`config.mk`:
```
export PLATFORM = sky130hd
export DESIGN_NAME = pin_sync_top
export DESIGN_NICKNAME = d
export VERILOG_FILES = /design/src/rtl/pin_sync_pkg.sv /design/src/rtl/pin_sync_stage.sv /design/src/rtl/pin_level_reg.sv /design/src/rtl/pin_sync_top.sv
export SDC_FILE = /design/constraint.sdc
export NUM_CORES = 1
export LEC_CHECK = 0
export ABC_AREA = 1
export BUFFER_PORTS_ARGS = -buffer_cell sky130_fd_sc_hd__buf_2
export CORE_MARGIN = 5
export CORE_UTILIZATION = 52
export DETAILED_ROUTE_END_ITERATION = 6
export MAX_ROUTING_LAYER = met4
export PLACE_DENSITY = 0.8
export SYNTH_ARGS = -nofsm -noshare
export SYNTH_HDL_FRONTEND = slang
export SYNTH_SLANG_ARGS = --single-unit
```
`constraint.sdc`:
```
create_clock -name clk -period 1.15 [get_ports clk]
set_input_delay 0.0575 -clock clk [delete_from_list [all_inputs] [get_ports clk]]
set_output_delay 0.0575 -clock clk [all_outputs]
set_load 0.01 [all_outputs]
```
`src/rtl/pin_sync_pkg.sv`:
```
package pin_sync_pkg;
  localparam logic [1:0] SYNC_BYPASS = 2'd0;
  localparam logic [1:0] SYNC_FALL   = 2'd1;
  localparam logic [1:0] SYNC_RISE   = 2'd2;
  localparam logic [1:0] SYNC_RISE_B = 2'd3;

  function automatic logic sync_tap(input logic [1:0] mode, input logic raw,
                                    input logic fall_s, input logic rise_s);
    if (mode == SYNC_BYPASS) return raw;
    else if (mode == SYNC_FALL) return fall_s;
    else return rise_s;
  endfunction
endpackage

```
`src/rtl/pin_sync_stage.sv`:
```
module pin_sync_stage
  import pin_sync_pkg::*;
#(
  parameter int NPIN = 25
) (
  input  logic                 clk,
  input  logic                 rst,
  input  logic [NPIN-1:0]      d_i,
  input  logic [NPIN-1:0][1:0] mode_i,
  output logic [NPIN-1:0][1:0] mode_q_o,
  output logic [NPIN-1:0]      q_o
);
  logic [NPIN-1:0][1:0] mode_q;
  logic [NPIN-1:0]      rise_q;
  logic [NPIN-1:0]      fall_q;

  always_ff @(posedge clk) begin
    if (rst) begin
      mode_q <= '0;
      rise_q <= '0;
    end else begin
      mode_q <= mode_i;
      rise_q <= d_i;
    end
  end

  always_ff @(negedge clk) begin
    if (rst) fall_q <= '0;
    else     fall_q <= d_i;
  end

  for (genvar i = 0; i < NPIN; i++) begin : g_pin
    assign q_o[i] = sync_tap(mode_q[i], d_i[i], fall_q[i], rise_q[i]);

    // rising-edge modes present the input seen at the previous edge
    a_r3_rise_capture: assert property (@(posedge clk) disable iff (rst)
      (!$past(rst) && mode_q[i][1]) |-> (q_o[i] == $past(d_i[i])));
  end

  assign mode_q_o = mode_q;

  // a mode takes effect from the edge that samples it
  a_r7_mode_applied: assert property (@(posedge clk) disable iff (rst)
    !$past(rst) |-> (mode_q == $past(mode_i)));
endmodule

```
`src/rtl/pin_level_reg.sv`:
```
module pin_level_reg #(
  parameter int NPIN = 25
) (
  input  logic            clk,
  input  logic            rst,
  input  logic [NPIN-1:0] cond_i,
  output logic [NPIN-1:0] level_o
);
  always_ff @(posedge clk) begin
    if (rst) level_o <= '0;
    else     level_o <= cond_i;
  end

  // register follows the conditioned vector one edge later
  a_r8_level_tracks: assert property (@(posedge clk) disable iff (rst)
    !$past(rst) |-> (level_o == $past(cond_i)));

  // the first edge after reset still shows cleared levels
  a_r1_reset_clear: assert property (@(posedge clk) disable iff (rst)
    $past(rst) |-> (level_o == '0));
endmodule

```
`src/rtl/pin_sync_top.sv`:
```
module pin_sync_top #(
  parameter int NPIN = 25
) (
  input  logic                 clk,
  input  logic                 rst,
  input  logic [NPIN-1:0]      pad_i,
  input  logic [NPIN-1:0][1:0] mode1_i,
  input  logic [NPIN-1:0][1:0] mode2_i,
  output logic [NPIN-1:0]      cond_o,
  output logic [NPIN-1:0]      pin_level_o
);
  localparam int MODE_W = 2 * NPIN;

  logic [NPIN-1:0]      mid;
  logic [NPIN-1:0][1:0] m1_q;
  logic [NPIN-1:0][1:0] m2_q;

  pin_sync_stage #(.NPIN(NPIN)) u_first (
    .clk(clk), .rst(rst), .d_i(pad_i), .mode_i(mode1_i),
    .mode_q_o(m1_q), .q_o(mid)
  );

  pin_sync_stage #(.NPIN(NPIN)) u_second (
    .clk(clk), .rst(rst), .d_i(mid), .mode_i(mode2_i),
    .mode_q_o(m2_q), .q_o(cond_o)
  );

  pin_level_reg #(.NPIN(NPIN)) u_level (
    .clk(clk), .rst(rst), .cond_i(cond_o), .level_o(pin_level_o)
  );

  // full bypass leaves the path transparent
  a_r2_bypass: assert property (@(posedge clk) disable iff (rst)
    ((m1_q == MODE_W'(0)) && (m2_q == MODE_W'(0))) |-> (cond_o == pad_i));
endmodule

```
==> flow_metrics.tcl, run 1 <==
set metrics [dict create \
    avgSynthCellArea_um2 7.82 \
    htree_levels 1 \
    cp_slowest_cell "dfxtp_1" \
    max-vdd-ir-drop_v 0.00153 \
    coreArea_um2 14400 \
    tightest_slew_ns 0.379 \
    grt_antenna_before_repair 5 \
    powerDensity_nw_per_um2 1550 \
    syn_nets 1097 \
    wl_mm 28.9 \
    cts.sinks 225 \
    grt_pass1_wl_mm 39.0 \
    drc 0 \
    slew_headroom_pct 74.7 \
    nets 1541 \
    crit_chain "nand3_1 -> nand2_1 -> nand2_2 -> nand2_2 -> buf_6" \
    row_count 44 \
    cp-end-kind "primary output" \
    io_buffers 176 \
    drt_iter0_drc 457 \
    leakage_nw 6.72 \
    syn_inst 970 \
    drive_gt1_share_pct 43.4 \
    cp-start-kind "flop" \
    grt_overflow_total 0 \
    crit_type "flop to primary output" \
    grt_start_max_net_pins 37 \
    worstHoldPathType "primary input to flop" \
    start_util_pct 52.6 \
    failed_checks "negative setup slack" \
    ant_nets 0 \
    path_max_fanout 2 \
    layout_setup_ws_ns -0.893 \
    cts-root-buf "clkbuf_16" \
    arrival_ns 1.99 \
    regToRegSetupSlack_ns -0.59 \
    num_vias 8014 \
    hold_viol 0 \
    crit_path_frequent_cell "nand2_2" \
    clock_latency_ns 0.62 \
    grt_pass1_vias 8337 \
    ys_seq_area_share_pct 59.3 \
    die-area_um2 17100 \
    synthesis.area_um2 7590 \
    tritoncts "built" \
    status "complete, but fails checks" \
    cts.reportedPaths.clkPinSlew_ns 0.07 \
    io_pins 177 \
    numCtsBuffers 22 \
    areaGrowthSynthToFinish_pct 69.0 \
    fin_skew_ns 0.113 \
    clk_path_buf_depth 3 \
    die_w_um 131 \
    hpwl_mm 10.4 \
    vias_per_cell 4.95 \
    ys_seq_elements 225 \
    place_congestion 0.803 \
    cp.required_ns 1.09 \
    synth_cell_type_count 10 \
    max-cap-violations 0 \
    grt_usage_pct 29.8 \
    rsz0062_at_grt "true" \
    wl_per_cell_um 17.8 \
    die_h_um 131 \
    maxSlewViolCount 0 \
    final_core_util_pct 88.9 \
    critPathMaxStageDelay_ns 0.33 \
    firstDrtPassIters 4 \
    setup_viol 100 \
    yosysWarnings 0 \
    place_ws_ns -0.239 \
]
[stage by stage]
| stage | instance area (um^2) | cells | total power, W | setup TNS (ns) | hold slack, ns |
|---|---|---|---|---|---|
| floorplan | 7710 | 970 | 0.00987 | -9.74 | 0.164 |
| global placement | 8840 | 1332 | 0.0104 | -16.49 | 0.257 |
| detailed placement | 8840 | 1332 | 0.0105 | -18.01 | 0.262 |
| CTS | 12300 | 1624 | 0.0190 | -39.22 | 0.00127 |
| global route | 12800 | 1619 | 0.0207 | -46.15 | 0.0347 |
| finish | 12800 | 1620 | 0.0199 | -42.45 | 0.0276 |
[repair_timing]
| item | CTS | global route |
|---|---|---|
| hold endpoints to repair | 148 | 0 |
| buffers inserted | 78 | 32 |
| endpoints found under the setup margin | 100 | 103 |
| hold buffers | 145 | 0 |
| gates resized for setup | 194 | 217 |
| pin swaps | 113 | 112 |
[cells by family after synthesis]
logic type      count (synthesis)  share of synthesized area (%)
simple gates                  475                           25.6
compound gates                 25                           1.65
flops                         225                           59.3
buf+inv                       245                           13.5
[cells in the mapped netlist]
master    count  area share [%]
a21oi_1      25             1.6
or2_2        25             2.1
buf_6        10             1.5
clkbuf_1      2           0.099
nor2_1      175             8.7
nand2_1     200             9.9
nand3_1      75             4.9
buf_4         7            0.69
inv_1       226              11
dfxtp_1     225              59
[power by group]
part           total [W]  leakage, nW  switching [W]  internal, W
registers        0.00859         1.89       0.000264      0.00832
clock network    0.00826        0.625        0.00370      0.00456
logic            0.00308         4.20        0.00154      0.00154
total             0.0199         6.72        0.00550       0.0144
[layer usage]
metal,vias up,global-route usage [%],part of all wire [%]
li1,3704,-,-
met1,3767,27.8,33
met2,386,56.9,55
met3,157,5.33,5.3
met4,0,16.1,6.4
met5,-,-,0
[worst max-delay path, delay by kind of cell, from the launching register on]
kind,cells,cell delay [ns]
simple gates,4,0.39
flops,1,0.33
buf+inv,1,0.10
[worst paths after layout]
check / start / to / cells after the start
setup reg to reg: u_first.fall_q[16]$_DFF_N_ / u_level.level_o[16]$_SDFF_PP0_ / 7
setup / recovery: u_second.fall_q[20]$_DFF_N_ / cond_o[20] / 5
hold reg to reg: u_first.fall_q[3]$_DFF_N_ / u_second.fall_q[3]$_DFF_N_ / 4
hold / removal: rst / u_level.level_o[18]$_SDFF_PP0_ / 3
[sequential cells by signal, indices dropped and copies added (netlist names)]
signal             count
u_first.mode_q_o      50
u_second.mode_q_o     50
u_first.fall_q        25
u_first.rise_q        25
u_level.level_o       25
u_second.fall_q       25
u_second.rise_q       25
[final cells by class]
cell class                      instances  area [um^2]
Antenna cell                            6         15.0
Clock buffer                           26          587
Clock inverter                         64          333
Fill cell                             589         1600
Inverter                              225          845
Multi-Input combinational cell        500         3040
Sequential cell                       225         4590
Tap cell                              184          230
Timing Repair Buffer                  390         3180
[cells in the final DEF, fill, tap and decap left out]
master          synthesis  final
bufinv_16               0      3
nor2_4                  0      9
a21oi_2                 0     18
buf_6                  10     64
dlygate4sd3_1           0    144
clkinv_1                0      5
nor2_1                175    155
clkinv_4                0      2
dlymetal6s4s_1          0      1
or2_4                   0     25
nand3_1                75     12
dfxtp_1               225    155
clkinvlp_2              0      1
inv_2                   0     29
nand3_2                 0     59
buf_2                   0    150
nand2_2                 0    104
buf_4                   7     29
clkbuf_1                2      3
dfxtp_2                 0     69
a21oi_4                 0      6
clkinv_2                0      2
buf_12                  0      2
nor2_2                  0     11
diode_2                 0      6
nand3_4                 0      4
clkbuf_16               0     23
nand2_1               200     86
a21oi_1                25      1
dfxtp_4                 0      1
inv_1                 226    247
nand2_4                 0     10
Note: power is estimated with default switching activity, not from simulation.
==> run 2: changes to the inputs <==
Settings changed: CORE_MARGIN 5 to default.
==> run 2 against run 1 <==
Effect of this change: the run now fails in global routing; synthesized cell count unchanged; synthesized area unchanged.
==> flow_metrics.tcl, run 2 <==
set metrics [dict create \
    status "did not finish" \
    lastStage "global routing" \
    tool.error "[ERROR GRT-0232] Routing congestion too high. Check the congestion heatmap in the GUI." \
    synth_simple_gate_area_share_pct 25.6 \
    cts-root-buf "clkbuf_16" \
    cts.sinks 225 \
    htree_levels 1 \
    grt_usage_pct 61.0 \
    synthMostInstantiatedCell "inv_1" \
    grt_overflow_total 14 \
    avgSynthCellArea_um2 7.82 \
    ys_top_cells_by_area "dfxtp_1 59%, inv_1 11%, nand2_1 9.9%" \
    synthTopCellsByCount "226 x inv_1, 225 x dfxtp_1, 200 x nand2_1" \
    numCtsBuffers 23 \
    synth_edf_count 0 \
    synth_top_family_by_area "simple AND/OR/NAND/NOR gates" \
    synthAdderAreaFrac_pct 0 \
    async_flop_share_pct 0 \
    die_w_um 123 \
    syn_nets 1097 \
    crit_endpoint "cond_o[6]" \
    synthXorXnorAreaFrac_pct 0 \
    io_pins 177 \
    ys.flop_type "dfxtp_1" \
    io_buffers 176 \
    ys_seq_area_share_pct 59.3 \
    hpwl_mm 9.94 \
    clk_path_buf_depth 3 \
    die_h_um 123 \
    synth_cell_type_count 10 \
    yosysTopAreaCell "dfxtp_1" \
    grt_start_max_net_pins 29 \
    yosysWarnings 0 \
    synthesis.area_um2 7590 \
    syn_inst 970 \
    place_ws_ns -0.230 \
    synth_top_area_share_pct 59.3 \
    row_count 43 \
    start_util_pct 54.0 \
    muxShareOfSynthArea_pct 0 \
    worstEndpointType "primary output" \
    synth_compound_area_share_pct 1.65 \
    ys_seq_elements 225 \
    place_congestion 0.798 \
]
-- run 2: cell families after synthesis --
| group | count (synthesis) |
|---|---|
| AOI/OAI and AO/OA | 25 |
| and+or+nand+nor | 475 |
| DFF | 225 |
| buffers and inverters | 245 |
-- run 2: stage by stage --
step	hold slack (ns)	area [um^2]	std cells	TNS, ns	utilization [%]
after CTS	-0.0143	12500	1622	-41.11	89.1
after floorplan	0.164	7710	970	-9.74	-
after global placement	0.255	8830	1325	-15.59	62.9
after detailed placement	0.264	8830	1325	-17.03	62.9
-- run 2: repair_timing --
item                                   CTS
hold buffers                           177
endpoints found under the hold margin  160
buffers inserted                        41
resized for setup                      226
setup endpoints to repair              100
pin swaps                              124
-- run 2: per-layer routing --
metal | GRT overflow | global-route usage (%)
met5 | - | -
met4 | 10 | 58.1
met3 | 0 | 35.1
met2 | 4 | 87.3
met1 | 0 | 56.5
==> run 3: changes to the inputs <==
Settings changed: CORE_UTILIZATION 52 to 37, MAX_ROUTING_LAYER met4 to default, PLACE_DENSITY 0.8 to default, PLACE_DENSITY_LB_ADDON from default to 0.15.
==> run 3 against run 2 <==
Effect of this change: the flow now finishes, with violations (negative hold slack, negative setup slack).
==> flow_metrics.tcl, run 3 (same netlist as run 1, synthesis figures left out) <==
set metrics [dict create \
    drive_gt1_share_pct 37.9 \
    path_max_fanout 2 \
    cts.reportedPaths.clkPinSlew_ns 0.06 \
    diodes 0 \
    arrival_ns 1.87 \
    r2r_end "u_level.level_o[4]$_SDFF_PP0_" \
    die_h_um 145 \
    hpwl_mm 10.1 \
    ant_nets 0 \
    cp_top_family "simple AND/OR/NAND/NOR gates" \
    hold_end "u_second.rise_q[14]$_DFF_P_" \
    layout_setup_ws_ns -0.778 \
    regToRegSetupSlack_ns -0.44 \
    htree_levels 1 \
    vias_per_cell 4.07 \
    die_w_um 145 \
    crit_path_frequent_cell "nand3_2" \
    fill_cells 1754 \
    leakage_nw 6.70 \
    critPathMaxStageDelay_ns 0.28 \
    tightest_slew_ns 0.343 \
    numCtsBuffers 25 \
    wl_per_cell_um 10.3 \
    clk_path_buf_depth 3 \
    worstHoldPathType "primary input to flop" \
    total_power_w 0.0192 \
    rr_worst_depth 6 \
    grt_usage_pct 17.0 \
    place_congestion 0.755 \
    maxSlewViolCount 0 \
    crit_start "u_first.fall_q[10]$_DFF_N_" \
    start_util_pct 37.6 \
    crit_type "flop to primary output" \
    areaGrowthSynthToFinish_pct 66.3 \
    hold_viol 4 \
    io_pins 177 \
    final_common_cell "inv_1" \
    cts-root-buf "clkbuf_16" \
    worst-path-stages 5 \
    cp_slowest_cell "dfxtp_1" \
    fin_skew_ns 0.0669 \
    grt_antenna_before_repair 0 \
    crit_chain "nand2_1 -> nand3_2 -> nand3_2 -> nand2_2 -> buf_6" \
    grt_pass1_wl_mm 29.8 \
    die-area_um2 21100 \
    slew_headroom_pct 77.1 \
    powerDensity_nw_per_um2 1520 \
    status "complete, but fails checks" \
    setup_viol 100 \
    grt_pass1_vias 6945 \
    firstDrtPassIters 4 \
    nets 1546 \
    max-vdd-ir-drop_v 0.00106 \
    crit_buf_inv 1 \
    drc 0 \
    grt_overflow_total 0 \
    failed_checks "negative hold slack, negative setup slack" \
    io_buffers 176 \
    cts.sinks 225 \
    cp-start-kind "flop" \
    cp.required_ns 1.09 \
    hold_slack_ns -0.00967 \
    row_count 52 \
    dpl.cell_count 1423 \
    num_vias 6949 \
    cp-end-kind "primary output" \
    grt_start_max_net_pins 31 \
    tritoncts "built" \
    place_ws_ns -0.242 \
    multi_input_area_um2 2740 \
    coreArea_um2 20200 \
    r2r-start "u_first.fall_q[4]$_DFF_N_" \
    rsz0062_at_grt "true" \
    seq_area_um2 4580 \
    wl_mm 17.7 \
    hold_depth 3 \
    drt_iter0_drc 112 \
    fin_cells 1707 \
    max-cap-violations 0 \
    clock_latency_ns 0.56 \
    worstHoldStart "rst" \
    mostFrequentLayoutCells "253 x inv_1, 168 x dfxtp_1, 162 x dlygate4sd3_1" \
]
==> run 3: report_power, final <==
group / leakage, nW / internal [W] / switching [W]
clock: 0.642 / 0.00462 / 0.00346
sequential: 1.89 / 0.00832 / 0.000190
combinational: 4.17 / 0.00142 / 0.00118
total: 6.70 / 0.0144 / 0.00483
==> run 3: worst max-delay path by stage <==
| stage | endpoint |
|---|---|
| after floorplan | u_second.fall_q[0]$_DFF_N_ |
| after global routing | cond_o[2] |
| after global placement | cond_o[7] |
| after detailed placement | cond_o[7] |
| final | cond_o[10] |
| after CTS | cond_o[20] |
==> run 3: final cells by class <==
cell class | count | area share [%]
multi-input combinational | 500 | 21.7
tap | 270 | 2.68
clock inverter | 65 | 2.30
inverter | 225 | 6.69
clock buffer | 30 | 5.35
timing repair buffer | 392 | 25.1
sequential | 225 | 36.2
==> run 3: worst min-delay path: stages <==
cell    delay, ns
buf_6        0.12
buf_12       0.20
nor2_2       0.06
==> run 3: metal layers <==
layer | global-route usage [%] | wire (um) | vias to the layer above
met3 | 3.11 | 698 | 35
met2 | 31.7 | 9100 | 137
li1 | - | - | 3702
met5 | 0 | 0 | -
met4 | 5.74 | 482 | 0
met1 | 19.2 | 7380 | 3075
==> run 3: what timing repair did <==
action | CTS | global route
buffers inserted | 19 | 18
resized for setup | 160 | 121
pin swaps | 88 | 70
endpoints found under the setup margin | 100 | 102
hold buffers | 166 | 0
hold endpoints to repair | 165 | 0
==> run 3: stage by stage <==
stage	area [um^2]	util (%)	hold WS (ns)	TNS [ns]
2_1_floorplan	7710	-	0.164	-9.74
3_3_place_gp	8990	44.6	0.263	-17.36
3_5_place_dp	8990	44.6	0.262	-17.93
4_1_cts	12300	60.9	-0.000293	-35.80
5_1_grt	12600	62.6	-0.00316	-39.42
6_report	12600	62.6	-0.00967	-34.36
